`config.mk`:
```
export PLATFORM = sky130hd
export DESIGN_NAME = dram_refresh_seq
export DESIGN_NICKNAME = d
export VERILOG_FILES = /design/src/rtl/drs_pkg.sv /design/src/rtl/drs_timer.sv /design/src/rtl/drs_pending.sv /design/src/rtl/drs_cbr_engine.sv /design/src/rtl/dram_refresh_seq.sv
export SDC_FILE = /design/constraint.sdc
export NUM_CORES = 1
export LEC_CHECK = 0
export CORE_ASPECT_RATIO = 1.4
export CORE_MARGIN = 1
export CORE_UTILIZATION = 25
export CTS_BUF_LIST = sky130_fd_sc_hd__clkbuf_4 sky130_fd_sc_hd__clkbuf_8
export DETAILED_ROUTE_END_ITERATION = 12
export DONT_BUFFER_PORTS = 1
export GPL_ROUTABILITY_DRIVEN = 0
export SYNTH_ARGS = -nofsm -noshare
export SYNTH_HDL_FRONTEND = slang
export SYNTH_SLANG_ARGS = --single-unit
```
`constraint.sdc`:
```
create_clock -name clk_i -period 2.9 [get_ports clk_i]
set_input_delay 0.58 -clock clk_i [delete_from_list [all_inputs] [get_ports clk_i]]
set_output_delay 0.58 -clock clk_i [all_outputs]
set_load 0.02 [all_outputs]
```
`src/rtl/drs_pkg.sv`:
```
package drs_pkg;
  typedef enum logic [1:0] {
    ST_PAUSE = 2'd0,
    ST_WAKE  = 2'd1,
    ST_RUN   = 2'd2
  } seq_state_e;
endpackage

```
`src/rtl/drs_timer.sv`:
```
module drs_timer #(
  parameter int PAUSE_CYC    = 25000,
  parameter int INTERVAL_CYC = 1950
) (
  input  logic clk_i,
  input  logic rst_ni,
  input  logic en_i,
  input  logic sel_pause_i,
  output logic hit_o
);
  localparam int MAXC = (PAUSE_CYC > INTERVAL_CYC) ? PAUSE_CYC : INTERVAL_CYC;
  localparam int W    = $clog2(MAXC + 1);
  localparam logic [W-1:0] LIM_PAUSE = W'(PAUSE_CYC - 1);
  localparam logic [W-1:0] LIM_INTV  = W'(INTERVAL_CYC - 1);

  logic [W-1:0] cnt_q;
  logic [W-1:0] lim;

  assign lim   = sel_pause_i ? LIM_PAUSE : LIM_INTV;
  assign hit_o = en_i && (cnt_q == lim);

  always_ff @(posedge clk_i or negedge rst_ni) begin
    if (!rst_ni)              cnt_q <= '0;
    else if (!en_i || hit_o)  cnt_q <= '0;
    else                      cnt_q <= cnt_q + 1'b1;
  end
endmodule

```
`src/rtl/drs_pending.sv`:
```
module drs_pending #(
  parameter int MAX_PEND = 8
) (
  input  logic clk_i,
  input  logic rst_ni,
  input  logic clr_i,
  input  logic inc_i,
  input  logic dec_i,
  output logic any_o,
  output logic ovf_o
);
  localparam int W = $clog2(MAX_PEND + 1);
  localparam logic [W-1:0] FULL = W'(MAX_PEND);

  logic [W-1:0] cnt_q;

  assign any_o = (cnt_q != '0);
  // a tick arriving with a full backlog and nothing draining loses a refresh
  assign ovf_o = inc_i && !dec_i && (cnt_q == FULL);

  always_ff @(posedge clk_i or negedge rst_ni) begin
    if (!rst_ni)                cnt_q <= '0;
    else if (clr_i || ovf_o)    cnt_q <= '0;
    else if (inc_i && !dec_i)   cnt_q <= cnt_q + 1'b1;
    else if (dec_i && !inc_i)   cnt_q <= cnt_q - 1'b1;
  end
endmodule

```
`src/rtl/drs_cbr_engine.sv`:
```
module drs_cbr_engine #(
  parameter int CSR_CYC     = 2,
  parameter int CHR_CYC     = 2,
  parameter int RAS_LOW_CYC = 7,
  parameter int PRECH_CYC   = 4
) (
  input  logic clk_i,
  input  logic rst_ni,
  input  logic start_i,
  output logic busy_o,
  output logic done_o,
  output logic ras_n_o,
  output logic cas_n_o
);
  localparam int TOTAL = CSR_CYC + RAS_LOW_CYC + PRECH_CYC;
  localparam int W     = $clog2(TOTAL + 1);
  localparam logic [W-1:0] K_LAST    = W'(TOTAL - 1);
  localparam logic [W-1:0] K_RAS_ON  = W'(CSR_CYC);
  localparam logic [W-1:0] K_CAS_END = W'(CSR_CYC + CHR_CYC);
  localparam logic [W-1:0] K_RAS_END = W'(CSR_CYC + RAS_LOW_CYC);

  logic [W-1:0] ph_q;
  logic         busy_q;

  assign busy_o  = busy_q;
  assign done_o  = busy_q && (ph_q == K_LAST);
  assign cas_n_o = !(busy_q && (ph_q < K_CAS_END));
  assign ras_n_o = !(busy_q && (ph_q >= K_RAS_ON) && (ph_q < K_RAS_END));

  always_ff @(posedge clk_i or negedge rst_ni) begin
    if (!rst_ni) begin
      busy_q <= 1'b0;
      ph_q   <= '0;
    end else if (start_i && !busy_q) begin
      busy_q <= 1'b1;
      ph_q   <= '0;
    end else if (busy_q) begin
      if (ph_q == K_LAST) begin
        busy_q <= 1'b0;
        ph_q   <= '0;
      end else begin
        ph_q   <= ph_q + 1'b1;
      end
    end
  end
endmodule

```
`src/rtl/dram_refresh_seq.sv`:
```
module dram_refresh_seq
  import drs_pkg::*;
#(
  parameter int PAUSE_CYC    = 25000,
  parameter int INTERVAL_CYC = 1950,
  parameter int WAKE_CNT     = 8,
  parameter int MAX_PEND     = 8,
  parameter int CSR_CYC      = 2,
  parameter int CHR_CYC      = 2,
  parameter int RAS_LOW_CYC  = 7,
  parameter int PRECH_CYC    = 4
) (
  input  logic clk_i,
  input  logic rst_ni,
  input  logic bus_grant_i,
  output logic bus_req_o,
  output logic ras_n_o,
  output logic cas_n_o,
  output logic mem_ready_o
);
  localparam int WW = $clog2(WAKE_CNT + 1);
  localparam logic [WW-1:0] WAKE_ALL = WW'(WAKE_CNT);

  seq_state_e    state_q;
  logic [WW-1:0] wake_cnt_q;
  logic          tmr_hit, pend_any, pend_ovf;
  logic          busy, done, go, in_run, in_wake;

  assign in_run  = (state_q == ST_RUN);
  assign in_wake = (state_q == ST_WAKE);

  assign bus_req_o   = busy || in_wake || (in_run && pend_any);
  assign go          = bus_grant_i && !busy &&
                       ((in_wake && wake_cnt_q != WAKE_ALL) || (in_run && pend_any));
  assign mem_ready_o = in_run;

  drs_timer #(
    .PAUSE_CYC   (PAUSE_CYC),
    .INTERVAL_CYC(INTERVAL_CYC)
  ) u_timer (
    .clk_i      (clk_i),
    .rst_ni     (rst_ni),
    .en_i       (!in_wake),
    .sel_pause_i(state_q == ST_PAUSE),
    .hit_o      (tmr_hit)
  );

  drs_pending #(
    .MAX_PEND(MAX_PEND)
  ) u_pend (
    .clk_i (clk_i),
    .rst_ni(rst_ni),
    .clr_i (!in_run),
    .inc_i (tmr_hit && in_run),
    .dec_i (go && in_run),
    .any_o (pend_any),
    .ovf_o (pend_ovf)
  );

  drs_cbr_engine #(
    .CSR_CYC    (CSR_CYC),
    .CHR_CYC    (CHR_CYC),
    .RAS_LOW_CYC(RAS_LOW_CYC),
    .PRECH_CYC  (PRECH_CYC)
  ) u_eng (
    .clk_i  (clk_i),
    .rst_ni (rst_ni),
    .start_i(go),
    .busy_o (busy),
    .done_o (done),
    .ras_n_o(ras_n_o),
    .cas_n_o(cas_n_o)
  );

  always_ff @(posedge clk_i or negedge rst_ni) begin
    if (!rst_ni) begin
      state_q    <= ST_PAUSE;
      wake_cnt_q <= '0;
    end else begin
      unique case (state_q)
        ST_PAUSE: if (tmr_hit) begin
          state_q    <= ST_WAKE;
          wake_cnt_q <= '0;
        end
        ST_WAKE: begin
          if (go) wake_cnt_q <= wake_cnt_q + 1'b1;
          if (done && wake_cnt_q == WAKE_ALL) state_q <= ST_RUN;
        end
        ST_RUN: if (pend_ovf) begin
          state_q    <= ST_WAKE;
          wake_cnt_q <= '0;
        end
        default: state_q <= ST_PAUSE;
      endcase
    end
  end
endmodule

```
# --- Word level (Yosys, flattened, before mapping) ---
# Cells that the tools add are included.
word_totals:
  ff_bits: 30
  latchBits: 0
  ram_bits: 0
  mem_bits_ro: 0
  output_inout_bits: 4
  wordCells: 79
  memories: 0
op_classes:
  addsub: 5
  mul: 0
  div: 0
  magnitude_cmp: 3
  eq_ne: 11
  n_shift: 0
  n_mux: 19
  bitwise_logic: 0
  n_reduce_logical: 35
ops:
  columns: ["cell", "n"]
  rows:
  - ["$mux W4", 9]
  - ["$mux W15", 2]
  - ["$logic_and A1 B1 Y1", 16]
  - ["$add A15 B1 Y15 const B", 1]
  - ["$eq A15 B15 Y1", 1]
  - ["$add A4 B1 Y4 const B", 3]
  - ["$eq A4 B4 Y1 const B", 3]
  - ["$pmux W4 S3", 1]
  - ["$logic_not A1 Y1", 7]
  - ["$mux W2", 3]
  - ["$pmux W2 S3", 1]
  - ["$reduce_bool A3 Y1", 2]
  - ["$logic_or A1 B1 Y1", 5]
  - ["$ge A4 B2 Y1 const B", 1]
  - ["$lt A4 B3 Y1 const B", 1]
  - ["$lt A4 B4 Y1 const B", 1]
  - ["$ne A2 B1 Y1 const B", 2]
  - ["$ne A2 B2 Y1 const B", 2]
  - ["$ne A4 B4 Y1 const B", 1]
  - ["$reduce_and A4 Y1", 1]
  - ["$reduce_bool A4 Y1", 1]
  - ["$sub A4 B1 Y4 const B", 1]
  - ["$mux W1", 3]
  - ["$reduce_and A3 Y1", 1]
  - ["other kinds (4)", 4]

# --- Longest topological paths before layout ---
logic_depth:
  word_depth: 10
  depth_mapped: 13
  ltp_nobuf: 13

# --- Hierarchy ---
# From an unflattened synthesis, not the netlist that was laid out.
hier_totals:
  hier_cells: 196
  area_unflattened_um2: 1879.3
modules_own_cells:
  columns: ["mod", "n_inst", "cells_each", "area_per_inst_um2", "seq_area_each_um2"]
  rows:
  - ["drs_timer", 1, 81, 828.3, 375.4]
  - ["dram_refresh_seq", 1, 47, 404.1, 150.1]
  - ["drs_pending", 1, 33, 336.6, 100.1]
  - ["drs_cbr_engine", 1, 35, 310.3, 125.1]

# --- Worst setup path after synthesis ---
# Ideal clock, no wire load.
synth_path:
  path_type: "register to register"
  start: "register wake_cnt_q[0]"
  end: "register u_pend.cnt_q[3]"
  setup_ns: 0.079
  arrival_ns: 2.489
  setup_slack_ns: 0.332
  stages_incl_launch_ff: 14
  path_buffers: 0
  period_less_slack_ns: 2.568
  cell_sequence: "dfrtp_1 -> inv_1 -> ha_1 -> and3b_1 -> o22ai_1 -> and3_1 -> nand2_1 -> ha_1 -> inv_1 -> ha_1 -> a21o_1 -> a21oi_1 -> mux2i_1 -> mux2i_1"
synth_via:
  elab_chain_len: 10
  word_cells_on_any_way: 13
synth_rtl:
  columns: ["item", "line_no", "source"]
  rows:
  - ["from (decl)", "dram_refresh_seq.sv:25", "logic [WW-1:0] wake_cnt_q;"]
  - ["from (signal assigned)", "dram_refresh_seq.sv:86", "if (go) wake_cnt_q <= wake_cnt_q + 1'b1;"]
  - ["$ne A4 B4 Y1 (*)", "dram_refresh_seq.sv:34", "((in_wake && wake_cnt_q != WAKE_ALL) || (in_run && pend_any));"]
  - ["$logic_and A1 B1 Y1 (*)", "dram_refresh_seq.sv:34", null]
  - ["$logic_or A1 B1 Y1 (*)", "dram_refresh_seq.sv:34", null]
  - ["$logic_and A1 B1 Y1 (*)", "dram_refresh_seq.sv:33", "assign go = bus_grant_i && !busy &&"]
  - ["$logic_and A1 B1 Y1 (*)", "dram_refresh_seq.sv:55", ".dec_i (go && in_run),"]
  - ["$logic_not A1 Y1", "drs_pending.sv:19, drs_pending.sv:24", null]
  - ["$logic_and A1 B1 Y1", "drs_pending.sv:19, drs_pending.sv:24", null]
  - ["$logic_and A1 B1 Y1", "drs_pending.sv:19", "assign ovf_o = inc_i && !dec_i && (cnt_q == FULL);"]
  - ["$logic_or A1 B1 Y1", "drs_pending.sv:23", "else if (clr_i || ovf_o) cnt_q <= '0;"]
  - ["$reduce_bool A3 Y1 (no line) or $mux W4 (tied branches)", null, null]
  - ["to (signal assigned)", "drs_pending.sv:24", "else if (inc_i && !dec_i) cnt_q <= cnt_q + 1'b1;"]
  - ["to (signal assigned)", "drs_pending.sv:25", "else if (dec_i && !inc_i) cnt_q <= cnt_q - 1'b1;"]
  - ["to (decl)", "drs_pending.sv:15", "logic [W-1:0] cnt_q;"]
# Every way passes the cells marked *; elsewhere a longest branch is shown, timed or not.
# A chain may end at the register's enable or synchronous reset.

# --- Worst setup path in the final report ---
# Ends and elaborated chain as after synthesis.

==> reports/metrics.yaml <==
outcome:
  outcome: "completed"
clock_network:
  cts-root-buf: "clkbuf_8"
  cts_buffers: 5
  clockBufferDepth: 2
  h-tree-depth: 2
  clkSinkCount: 30
  postCtsSetupBuffers: 0
  cts_tree: "built"
  clk_pin_slew_ns: 0.06
  clkLatencyLatePin_ns: 0.28
layout:
  fin_nets: 208
  n_fill_cell: 758
  fin_util_pct: 29.2
  drive_gt1_share_pct: 11.7
  diodes: 0
  area_growth_pct: 13.8
sta:
  tns_ns: 0
  skew_ns: 0.00921
  max_freq_mhz: 378
  hold_viol_final: 0
  setup_viol: 0
  maxSlewViolCount: 0
  rsz0062_at_grt: "no"
  worst_pin_slew_ns: 0.663
  min_period_over_period_pct: 91.3
  finalCriticalPeriod_ns: 2.65
  max_slew_margin_pct: 55.8
drt:
  vias_per_cell: 4.59
  routed_wirelength_mm: 3.33
  dr_total_vias: 1337
  first_pass_iters: 4
  drtAntennaViolNets: 0
  drcViolationCount: 0
  first_iter_violations: 55
  post_drt_wl_per_cell_um: 11.4
logic_synthesis:
  synth_seq_cells: 30
  synthArstFlopShare_pct: 100
  synthCells: 188
  synth.yosys.seq_area_share_pct: 42.2
  synthesis.area_um2: 1780
  ys.flop_type: "dfrtp_1"
  ys_warn_count: 0
  synth_edf_count: 0
  synth.net_count: 201
  synth_area_per_cell_um2: 9.47
  ys_types: 42
worst_setup_path:
  worstPathRequired_ns: 3.10
  path_class: "flip-flop to flip-flop"
  r2r_cells: 13
  reg2reg_to: "u_pend.cnt_q[3]"
  crit_fanout: 3
  setup.worst_path.start_class: "flip-flop"
  cp.arrival_ns: 2.85
  rrSetupSlack_ns: 0.25
  endpoint_kind: "flip-flop"
  rr_startpoint: "wake_cnt_q[0]"
floorplan:
  die_x_um: 73.3
  start_util_pct: 25.7
  num_rows: 36
  core_um2: 6940
  die-area_um2: 7470
  die_h_um: 102
  top_level_ports: 7
grt:
  gr-max-usage-layer: "met2"
  track_usage_pct: 10.5
  met1_usage_pct: 10.6
  grt_pass1_vias: 1410
  overflow: 0
  use_met3_pct: 3.06
  grt_pass1_wl_mm: 6.06
  antenna_found_initial: 0
  met2_usage_pct: 19.6
  grt_max_degree: 31
power_and_ir_drop:
  vdd_ir_drop_max_mv: 0.110
  power_leakage_uw: 0.000855
  pwr_density_cell_nw_per_um2: 384
hold_path:
  holdCritPathClass: "input pin to async pin"
placement:
  io_buffers: 0
  place_hpwl_mm: 2.42
run:
  drv_cap: 0
-- sequential cells by signal, summed over array words and instances, names as in the netlist --
name and cells:
u_eng.ph_q 4, u_eng.busy_o 1, u_timer.cnt_q 15, u_pend.cnt_q 4, wake_cnt_q 4, state_q 2
-- where the power goes --
| part | switching [µW] | leakage [µW] | internal [µW] |
|---|---|---|---|
| Combinational | 7.75 | 0.000425 | 2.87 |
| Sequential | 0 | 0.000379 | 419 |
| Clock | 150 | 0.0000517 | 200 |
| Total | 157 | 0.000855 | 622 |
-- worst max-delay path by stage --
stage / start / slack (ns) / depth (start not counted) / end
2_1_floorplan: wake_cnt_q[0] / 0.33 / 13 / u_pend.cnt_q[3]
3_3_place_gp: wake_cnt_q[0] / 0.30 / 13 / u_pend.cnt_q[3]
3_5_place_dp: wake_cnt_q[0] / 0.20 / 13 / u_pend.cnt_q[3]
4_1_cts: wake_cnt_q[0] / 0.18 / 13 / u_pend.cnt_q[3]
5_1_grt: wake_cnt_q[0] / 0.02 / 13 / u_pend.cnt_q[3]
6_report: wake_cnt_q[0] / 0.25 / 13 / u_pend.cnt_q[3]
-- worst max-delay path: stages, from the launching register on --
cell and delay, ns:
dfrtp_1 0.36, inv_1 0.07, ha_1 0.20, and3b_1 0.22, o22ai_2 0.16, and3_1 0.21
nand2_1 0.06, ha_1 0.20, inv_1 0.10, ha_1 0.24, a21o_1 0.19, a21oi_2 0.14
mux2i_1 0.22, mux2i_1 0.20
-- area by class of cell --
| type | instances | area [µm²] | area share (%) |
|---|---|---|---|
| tap | 95 | 119 | 5.86 |
| sequential | 30 | 751 | 37.0 |
| clock buffer | 7 | 90.1 | 4.44 |
| inverter | 16 | 60.1 | 2.96 |
| timing repair buffer | 2 | 27.5 | 1.36 |
| clock inverter | 1 | 5.00 | 0.247 |
| multi-input combinational | 140 | 975 | 48.1 |
-- cells in the final DEF, fill, tap and decap left out, types with 2 or more instances in the layout --
| master | count |
|---|---|
| dfrtp_1 | 30 |
| nor2_1 | 26 |
| inv_1 | 16 |
| nand2_1 | 11 |
| xnor2_1 | 11 |
| nand3_1 | 10 |
| ha_1 | 9 |
| nor3_1 | 8 |
| a21oi_1 | 6 |
| xor2_1 | 6 |
| clkbuf_8 | 6 |
| nand2b_1 | 5 |
| nor4_1 | 4 |
| o21ai_0 | 4 |
| nand4_1 | 3 |
| and4bb_2 | 3 |
| o22ai_1 | 3 |
| or3_4 | 2 |
| or3_1 | 2 |
| a21oi_2 | 2 |
| a21o_1 | 2 |
| mux2i_1 | 2 |
-- metrics by stage --
step	instances	worst slack, ns	power (µW)	instance area, µm²	hold WS, ns
after global placement	282	0.295	426	1900	0.285
after detailed placement	282	0.196	426	1900	0.285
after global routing	291	0.0225	819	2030	0.110
after floorplan	188	0.332	426	1780	0.284
after CTS	291	0.185	794	2010	0.118
final	291	0.252	779	2030	0.119
-- kinds of logic (layout without fill, tap and decap cells) --
group	count (synthesis)	after routing	share of synthesized area (%)
AND/OR/NAND/NOR	84	84	26.3
flip-flops	30	30	42.2
AO/OA/AOI/OAI	27	27	10.6
buffers and inverters	18	26	4.01
XOR/XNOR	17	17	8.36
adder cells (fa/ha/maj)	10	10	7.45
multiplexers	2	2	1.12
-- cell usage after synthesis (2+ instances only) --
library cell | instances | area share [%]
dfrtp_1 | 30 | 42
nor2_1 | 26 | 5.5
inv_1 | 16 | 3.4
nand2_1 | 11 | 2.3
xnor2_1 | 11 | 5.4
nand3_1 | 10 | 2.8
ha_1 | 9 | 6.3
nor3_1 | 8 | 2.2
a21oi_1 | 7 | 2.0
xor2_1 | 6 | 3.0
nand2b_1 | 5 | 1.8
nor4_1 | 5 | 1.8
o21ai_0 | 4 | 1.1
o22ai_1 | 4 | 1.4
and4bb_2 | 3 | 2.1
nand4_1 | 3 | 1.1
a21o_1 | 2 | 0.84
mux2i_1 | 2 | 1.1
or3_1 | 2 | 0.70
or3_4 | 2 | 1.3
-- per-layer routing --
layer  wire, µm  vias to the layer above
li1           -                      670
met1       1400                      639
met2       1740                       21
met3        124                        7
met4         61                        0
met5          0                        -
-- what timing repair did --
item,4_1_cts,5_1_grt
endpoints found under the setup margin,0,1
endpoints found under the hold margin,30,0
hold buffers,1,0
gates resized for setup,0,3
Note: power is estimated with default switching activity, not from simulation.
